`config.mk`:
```
export PLATFORM = sky130hd
export DESIGN_NAME = fsk_carrier_qualifier
export DESIGN_NICKNAME = d
export VERILOG_FILES = /design/src/rtl/fskq_pkg.sv /design/src/rtl/fskq_level.sv /design/src/rtl/fskq_tick.sv /design/src/rtl/fskq_carrier.sv /design/src/rtl/fskq_validator.sv /design/src/rtl/fsk_carrier_qualifier.sv
export SDC_FILE = /design/constraint.sdc
export NUM_CORES = 1
export LEC_CHECK = 0
export CAP_MARGIN = 15
export CORE_UTILIZATION = 30
export CTS_CLUSTER_SIZE = 24
export DETAILED_ROUTE_END_ITERATION = 10
export SETUP_SLACK_MARGIN = 0.1
export SYNTH_ARGS = -nofsm -noshare
export SYNTH_HDL_FRONTEND = slang
export SYNTH_SLANG_ARGS = --single-unit
```
`constraint.sdc`:
```
create_clock -name clk -period 4.3 [get_ports clk]
set_input_delay 0.43 -clock clk [delete_from_list [all_inputs] [get_ports clk]]
set_output_delay 0.43 -clock clk [all_outputs]
set_load 0.01 [all_outputs]
```
`src/rtl/fskq_pkg.sv`:
```
package fskq_pkg;

    localparam int CNT_W = 8;   // validator counters; PRE_MIN and MARK_MIN must stay below 2**CNT_W

    typedef enum logic [1:0] {
        VAL_HUNT  = 2'd0,
        VAL_MARKS = 2'd1,
        VAL_PASS  = 2'd2
    } val_state_e;

    typedef struct packed {
        val_state_e         state;
        logic [CNT_W-1:0]   run;     // length of the current alternating run
        logic [CNT_W-1:0]   marks;   // length of the current mark run
        logic               prev;    // bit sampled at the previous tick
    } val_ctx_t;

    localparam val_ctx_t VAL_CTX_IDLE = '{state: VAL_HUNT, run: '0, marks: '0, prev: 1'b1};

    function automatic logic [CNT_W-1:0] sat_inc(input logic [CNT_W-1:0] v, input logic [CNT_W-1:0] cap);
        return (v < cap) ? v + 1'b1 : cap;
    endfunction

endpackage

```
`src/rtl/fskq_level.sv`:
```
module fskq_level #(
    parameter int SAMPLE_W   = 12,
    parameter int LEAK_SHIFT = 3
) (
    input  logic                       clk,
    input  logic                       rst,
    input  logic                       en,
    input  logic signed [SAMPLE_W-1:0] sample_in,
    input  logic        [SAMPLE_W-1:0] level_thresh,
    output logic                       above
);
    localparam int ACC_W = SAMPLE_W + LEAK_SHIFT;

    logic [SAMPLE_W-1:0] mag;
    logic [ACC_W-1:0]    acc_q, acc_d;
    logic [SAMPLE_W-1:0] level;

    always_comb begin
        mag   = sample_in[SAMPLE_W-1] ? (~sample_in + 1'b1) : sample_in;
        acc_d = acc_q - (acc_q >> LEAK_SHIFT) + {{LEAK_SHIFT{1'b0}}, mag};
        level = acc_q[ACC_W-1:LEAK_SHIFT];
    end

    always_ff @(posedge clk) begin
        if (rst || !en) begin
            acc_q <= '0;
            above <= 1'b0;
        end else begin
            acc_q <= acc_d;
            above <= (level > level_thresh);
        end
    end
endmodule

```
`src/rtl/fskq_tick.sv`:
```
module fskq_tick #(
    parameter int CLK_DIV = 3000
) (
    input  logic clk,
    input  logic rst,
    input  logic en,
    output logic tick
);
    localparam int CW = (CLK_DIV > 2) ? $clog2(CLK_DIV) : 1;

    logic [CW-1:0] cnt_q;

    assign tick = en && (cnt_q == CW'(CLK_DIV - 1));

    always_ff @(posedge clk) begin
        if (rst || !en || tick) cnt_q <= '0;
        else                    cnt_q <= cnt_q + 1'b1;
    end
endmodule

```
`src/rtl/fskq_carrier.sv`:
```
module fskq_carrier #(
    parameter int ACQ_BITS = 17,
    parameter int REL_BITS = 10
) (
    input  logic clk,
    input  logic rst,
    input  logic en,
    input  logic tick,
    input  logic above,
    output logic qualified
);
    localparam int TMAX = (ACQ_BITS > REL_BITS) ? ACQ_BITS : REL_BITS;
    localparam int CW   = $clog2(TMAX + 1);

    logic [CW-1:0] cnt_q;
    logic          counting;   // level in the state that moves the flag
    logic [CW-1:0] limit;

    always_comb begin
        counting = qualified ? !above : above;
        limit    = qualified ? CW'(REL_BITS - 1) : CW'(ACQ_BITS - 1);
    end

    always_ff @(posedge clk) begin
        if (rst || !en) begin
            cnt_q     <= '0;
            qualified <= 1'b0;
        end else if (!counting) begin
            cnt_q <= '0;
        end else if (tick) begin
            if (cnt_q == limit) begin
                cnt_q     <= '0;
                qualified <= !qualified;
            end else begin
                cnt_q <= cnt_q + 1'b1;
            end
        end
    end
endmodule

```
`src/rtl/fskq_validator.sv`:
```
module fskq_validator
    import fskq_pkg::*;
#(
    parameter int PRE_MIN  = 10,
    parameter int MARK_MIN = 4
) (
    input  logic clk,
    input  logic rst,
    input  logic en,
    input  logic tick,
    input  logic qualified,
    input  logic raw_bit,
    output logic pass
);
    localparam logic [CNT_W-1:0] PRE_CAP  = CNT_W'(PRE_MIN);
    localparam logic [CNT_W-1:0] MARK_CAP = CNT_W'(MARK_MIN);

    val_ctx_t ctx_q, ctx_d;

    always_comb begin
        ctx_d      = ctx_q;
        ctx_d.prev = raw_bit;
        unique case (ctx_q.state)
            VAL_HUNT: begin
                if (raw_bit != ctx_q.prev) begin
                    ctx_d.run = sat_inc(ctx_q.run, PRE_CAP);
                end else if (raw_bit && ctx_q.run >= PRE_CAP) begin
                    ctx_d.state = (MARK_MIN <= 2) ? VAL_PASS : VAL_MARKS;
                    ctx_d.marks = CNT_W'(2);
                end else begin
                    ctx_d.run = CNT_W'(1);
                end
            end
            VAL_MARKS: begin
                if (!raw_bit) begin
                    ctx_d.state = VAL_HUNT;
                    ctx_d.run   = CNT_W'(2);
                    ctx_d.marks = '0;
                end else if (ctx_q.marks + 1'b1 >= MARK_CAP) begin
                    ctx_d.state = VAL_PASS;
                end else begin
                    ctx_d.marks = ctx_q.marks + 1'b1;
                end
            end
            default: ctx_d.state = VAL_PASS;
        endcase
    end

    always_ff @(posedge clk) begin
        if (rst || !en || !qualified) ctx_q <= VAL_CTX_IDLE;
        else if (tick)                ctx_q <= ctx_d;
    end

    assign pass = (ctx_q.state == VAL_PASS);
endmodule

```
`src/rtl/fsk_carrier_qualifier.sv`:
```
module fsk_carrier_qualifier #(
    parameter int SAMPLE_W   = 12,
    parameter int LEAK_SHIFT = 3,
    parameter int CLK_DIV    = 3000,
    parameter int ACQ_BITS   = 17,
    parameter int REL_BITS   = 10,
    parameter int PRE_MIN    = 10,
    parameter int MARK_MIN   = 4
) (
    input  logic                       clk,
    input  logic                       rst,
    input  logic                       en,
    input  logic signed [SAMPLE_W-1:0] sample_in,
    input  logic        [SAMPLE_W-1:0] level_thresh,
    input  logic                       raw_bit,
    output logic                       carrier_n,
    output logic                       cooked_data
);
    logic lvl_above;
    logic bit_tick;
    logic carrier_ok;
    logic val_pass;

    fskq_level #(.SAMPLE_W(SAMPLE_W), .LEAK_SHIFT(LEAK_SHIFT)) u_level (
        .clk(clk), .rst(rst), .en(en),
        .sample_in(sample_in), .level_thresh(level_thresh), .above(lvl_above)
    );

    fskq_tick #(.CLK_DIV(CLK_DIV)) u_tick (
        .clk(clk), .rst(rst), .en(en), .tick(bit_tick)
    );

    fskq_carrier #(.ACQ_BITS(ACQ_BITS), .REL_BITS(REL_BITS)) u_carrier (
        .clk(clk), .rst(rst), .en(en), .tick(bit_tick),
        .above(lvl_above), .qualified(carrier_ok)
    );

    fskq_validator #(.PRE_MIN(PRE_MIN), .MARK_MIN(MARK_MIN)) u_validator (
        .clk(clk), .rst(rst), .en(en), .tick(bit_tick),
        .qualified(carrier_ok), .raw_bit(raw_bit), .pass(val_pass)
    );

    assign carrier_n   = !carrier_ok;
    assign cooked_data = (en && carrier_ok && val_pass) ? raw_bit : 1'b1;
endmodule

```
Yosys cells after proc, flatten, opt, wreduce, memory -nomap -nowiden
Index checks and enable logic that the tools add are counted.
{"block": "word_totals", "ff_bits": 53, "output_inout_bits": 2, "input_bits": 28}
{"block": "classes", "reduce_logical": 17, "n_mux": 19, "n_lt_le_gt_ge": 4, "n_addsub": 7, "bitwise_logic": 2, "eq_ne": 11}
{"cell": "2-to-1 mux 8 bit", "n": 8}
{"cell": "one-hot mux 16 bit (2 select lines)", "n": 1}
{"cell": "adder 12 x 1 -> 12 bit (second input constant)", "n": 2}
{"cell": "adder 8 x 1 -> 8 bit (second input constant)", "n": 2}
{"cell": "adder 15 x 12 -> 15 bit", "n": 1}
{"cell": "subtractor 15 x 12 -> 15 bit", "n": 1}
{"cell": "== test 12 bit (second input constant)", "n": 1}
{"cell": "greater-than comparator 12 bit", "n": 1}
{"cell": "2-to-1 mux 12 bit", "n": 1}
{"cell": "NOT 12 bit", "n": 1}
{"cell": "2-to-1 mux 5 bit", "n": 2}
{"cell": ">= comparator 8 x 3 -> 1 bit (second input constant)", "n": 1}
{"cell": ">= comparator 8 x 4 -> 1 bit (second input constant)", "n": 1}
{"cell": "less-than comparator 8 x 4 -> 1 bit (second input constant)", "n": 1}
{"cell": "2-to-1 mux 2 bit", "n": 4}
{"cell": "AND reduction 4 bit", "n": 2}
{"cell": "!= test 3 x 2 -> 1 bit (second input constant)", "n": 2}
{"cell": "adder 5 x 1 -> 5 bit (second input constant)", "n": 1}
{"cell": "== test 5 bit", "n": 1}
{"cell": "AND reduction 5 bit", "n": 1}
{"cell": "logical AND 1 bit", "n": 4}
{"cell": "!= test 2 bit (second input constant)", "n": 2}
{"cell": "one-hot mux 2 bit (2 select lines)", "n": 1}
{"cell": "logical NOT 1 bit", "n": 3}
{"cell": "other kinds (12)", "n": 15}

Depth between registers and ports, before layout
{"block": "depth", "word_depth": 5, "mapped_depth": 14, "ltp_nobuf": 14}

Modules after synthesis
A second synthesis with hierarchy kept.
{"block": "unflattened", "cells_unflattened": 442, "hier_area_um2": 3814.9}
{"mod": "fskq_level", "n_inst": 1, "seq_area_each_um2": 320.3, "cells_per_inst": 240, "area_each_um2": 1969.4}
{"mod": "fskq_validator", "n_inst": 1, "seq_area_each_um2": 380.4, "cells_per_inst": 107, "area_each_um2": 974.7}
{"mod": "fskq_tick", "n_inst": 1, "seq_area_each_um2": 240.2, "cells_per_inst": 60, "area_each_um2": 549.3}
{"mod": "fskq_carrier", "n_inst": 1, "seq_area_each_um2": 120.1, "cells_per_inst": 33, "area_each_um2": 309.0}
{"mod": "fsk_carrier_qualifier", "n_inst": 1, "seq_area_each_um2": 0.0, "cells_per_inst": 2, "area_each_um2": 12.5}

Worst setup path before layout
Ideal clock, no wire load.
{"block": "synth_timing", "path_type": "in2reg", "from": "input port sample_in[2]", "to": "register u_level.acc_q[14]", "arrival_ns": 3.377, "stages": 12, "path_slack_ns": 0.806, "cell_sequence": "or3_1 nor3_1 nand3_1 or4b_2 fa_1 inv_1 ha_1 nand2_1 a2111o_1 nand3_1 a21oi_1 a31o_2"}
{"block": "synth_via", "elab_chain_len": 4}
{"item": "start, declared", "line": "fsk_carrier_qualifier.sv:13", "rtl": "input logic signed [SAMPLE_W-1:0] sample_in,"}
{"item": "NOT 12 bit", "line": "fskq_level.sv:19", "rtl": "mag = sample_in[SAMPLE_W-1] ? (~sample_in + 1'b1) : sample_in;"}
{"item": "adder 12 x 1 -> 12 bit", "line": "fskq_level.sv:19"}
{"item": "2-to-1 mux 12 bit (*)", "line": "fskq_level.sv:19"}
{"item": "adder 15 x 12 -> 15 bit (*)", "line": "fskq_level.sv:20", "rtl": "acc_d = acc_q - (acc_q >> LEAK_SHIFT) + {{LEAK_SHIFT{1'b0}}, mag};"}
{"item": "end signal, assigned", "line": "fskq_level.sv:26", "rtl": "acc_q <= '0;"}
{"item": "end signal, assigned", "line": "fskq_level.sv:29", "rtl": "acc_q <= acc_d;"}
{"item": "end, declared", "line": "fskq_level.sv:15", "rtl": "logic [ACC_W-1:0] acc_q, acc_d;"}
Mark *: on every way between the ends. The rest lies on a longest branch, timed or not.
A chain may end at the register's enable or synchronous reset.

Worst setup path after layout
Same ends and word-level chain as after synthesis.

==> flow_summary.json <==
{
  "syn-cell-area_um2": 3650,
  "setup_viol": 0,
  "final_antenna_net_count": 0,
  "postCtsSetupBuffers": 0,
  "fin_crit_sh_pct": 91.9,
  "grt_setup_unrepaired": "no",
  "timing.hold.ws_ps": 445,
  "worstPathMaxFanout": 5,
  "grtUsageTotal_pct": 12.8,
  "drt_iter0_markers": 196,
  "max-slew-margin-rel_pct": 51.7,
  "power.leakage_nw": 1.80,
  "avgRoutedWirePerCell_um": 12.6,
  "firstDrtPassIters": 8,
  "rr_startpoint": "u_level.acc_q[5]",
  "avgSynthCellArea_um2": 8.26,
  "vias": 3084,
  "regArea_um2": 1060,
  "portBuffers": 29,
  "start_kind": "input port",
  "max_freq_mhz": 253,
  "hold_viol_final": 0,
  "min_from": "u_validator.ctx_q[16]",
  "cts_made_buffers": 5,
  "grt_overflow": 0,
  "first_global_vias": 3016,
  "cts_root_buf": "clkbuf_16",
  "holdPathStages": 2,
  "final_cells": 616,
  "fin_tns_setup_ps": 0,
  "area.growth.synth_to_final_pct": 17.0,
  "cp.required_ps": 4480,
  "grt_max_degree": 17,
  "drive_gt1_share_pct": 3.38,
  "placementRows": 39,
  "min_path_type": "flip-flop to flip-flop",
  "place_congestion": 0.830,
  "yosysUniqueCellTypes": 49,
  "syn_inst": 442,
  "drc": 2,
  "grt_first_pass_wirelength_mm": 13.2,
  "viasPerCell": 5.01,
  "r2r_slack_ps": 1490,
  "wl_met2_mm": 3.80,
  "synth_area_leaders": "dfxtp_1 29%, ha_1 11%, fa_1 6.6%",
  "synth_async_sr_flop_share_pct": 0,
  "post-route-util_pct": 36.6,
  "dieArea_um2": 12600,
  "synthFlopType": "dfxtp_1",
  "core_um2": 11700,
  "dpl.hpwl_mm": 6.09,
  "synth.ff_latch_count": 53,
  "synth_top_area_cell": "dfxtp_1",
  "clkLatencyLatePin_ps": 290,
  "violations": "design-rule violations",
  "synth_warnings": 0,
  "fp.dieW_um": 112,
  "whs_endpoint": "u_validator.ctx_q[16]",
  "arrival_ps": 4130,
  "ctsHoldBuffers": 0,
  "outcome": "complete, but fails checks",
  "synth_top_area_share_pct": 29.1,
  "clock_path_buffers": 2,
  "finalPower_mw": 2.06,
  "worst_pin_slew_ps": 724,
  "placed_cells": 608,
  "powerDensity_nw_per_um2": 483,
  "die_y_um": 112,
  "cap_violations": 0,
  "antenna_cells": 0,
  "antenna_found_initial": 0,
  "fin_skew_ps": 7.59,
  "start_util_pct": 31.3,
  "drt-total-wl_mm": 7.73,
  "htree_levels": 2,
  "io_pins": 30,
  "tritoncts": "built",
  "final.min_clock_period_ps": 3950,
  "wl_met1_mm": 3.64,
  "ir_drop_v": 0.000210,
  "worst_setup_path_end_kind": "flip-flop",
  "synth_edf_count": 0,
  "nets": 545,
  "multi_input_area_um2": 2380,
  "highest_layer": "met4",
  "slew_viol_final": 0,
  "wl_met3_um": 240,
  "clkTransAtPathRegs_ps": 70,
  "reg2reg_depth": 10,
  "syn-num-nets": 515,
  "final.fill_count": 1182,
  "r2r-end": "u_level.acc_q[10]",
  "cts.sinks": 53,
  "critPathKind": "input port to flip-flop",
  "yosysSeqAreaShare_pct": 29.1
}
==> kinds of logic (layout without fill, tap and decap cells) <==
family          Yosys count  count (layout)  synth area share (%)
flops                    53              53                  29.1
buf+inv                  56              87                  5.82
simple gates            170             170                  24.0
fa+ha+maj                45              45                  17.9
mux                       3               3                 0.822
compound gates           79              79                  13.8
xor+xnor                 36              36                  8.63
==> sequential cells by signal, indices dropped and copies added, names as in the netlist <==
signal / flops
u_carrier.cnt_q: 5
u_carrier.qualified: 1
u_level.above: 1
u_level.acc_q: 15
u_tick.cnt_q: 12
u_validator.ctx_q: 19
==> report_power, final <==
part | switching [mW] | total (mW) | internal (mW) | leakage [nW]
Sequential | 0.0394 | 0.572 | 0.533 | 0.430
Clock | 0.180 | 0.457 | 0.276 | 0.0810
Combinational | 0.571 | 1.04 | 0.464 | 1.29
==> area by class of cell <==
class                      instances  share of cell area, %
timing repair buffer              30                   6.97
clock buffer                       6                   3.02
tap                              143                   4.19
inverter                          49                   4.30
multi-input combinational        333                   55.8
clock inverter                     2                  0.908
sequential                        53                   24.8
==> synth_stat cells, types with 2 or more instances <==
cell type   n
a211o_1     2
a211oi_1    6
a21o_1      8
a21oi_1    23
a31o_2      2
a31oi_1     3
a41oi_1     2
and2_1     12
and3_1      8
buf_2       2
clkbuf_1    5
dfxtp_1    53
fa_1       12
ha_1       33
inv_1      49
mux2i_1     3
nand2_1    33
nand2b_1    6
nand3_1    16
nand4_1    10
nand4b_1    2
nor2_1     46
nor2b_1     8
nor3_1     10
nor3b_1     3
nor4_1      2
o21a_1      3
o21ai_0    18
o21bai_1    2
o31ai_1     4
or3_1       4
xnor2_1    16
xor2_1     20
==> metrics by stage <==
step	setup slack (ps)	instance area (um^2)
final	350	4270
after global routing	153	4270
after CTS	387	4270
after detailed placement	83.9	4100
after global placement	151	4100
after floorplan	806	3650
==> routing by layer <==
metal  track usage [%]  up-vias
met3              2.21        6
met4              3.20        0
li1                  -     1576
met5                 0        -
met1              16.0     1453
met2              22.7       49
==> layout by cell type, fill, tap and decap left out, drive strengths merged, types with 4 or more instances in the layout <==
master	count
clkdlybuf4s50	29
nand4	11
xnor2	16
nand2b	6
a21o	8
o21ai	18
dfxtp	53
nor2	46
o31ai	4
clkbuf	6
nor3	11
nor2b	8
a211oi	6
nand2	33
and2	12
a21oi	23
or3	4
inv	49
nand3	17
ha	33
fa	12
xor2	20
and3	8
==> repair_timing <==
action	in CTS	in global routing
resized for setup	0	1
setup endpoints to repair	0	1
endpoints found under the hold margin	0	0
==> critical path: stages <==
cell,delay [ps]
clkdlybuf4s50_1,460
or3_1,460
nor3_2,180
nand3_1,160
or4b_2,680
fa_1,500
inv_1,40
ha_1,370
nand2_1,120
a2111o_1,340
nand3_1,110
a21oi_1,80
a31o_2,200
==> worst max-delay path by stage <==
stage | cells past startpoint | slack [ps] | to | from
after floorplan | 12 | 810 | u_level.acc_q[14] | sample_in[2]
final | 13 | 350 | u_level.acc_q[14] | sample_in[2]
after CTS | 13 | 390 | u_level.acc_q[14] | sample_in[2]
after detailed placement | 13 | 80 | u_level.acc_q[14] | sample_in[2]
after global routing | 13 | 150 | u_level.acc_q[14] | sample_in[2]
after global placement | 13 | 150 | u_level.acc_q[14] | sample_in[2]
No activity file was read; power rests on OpenSTA's default activity.
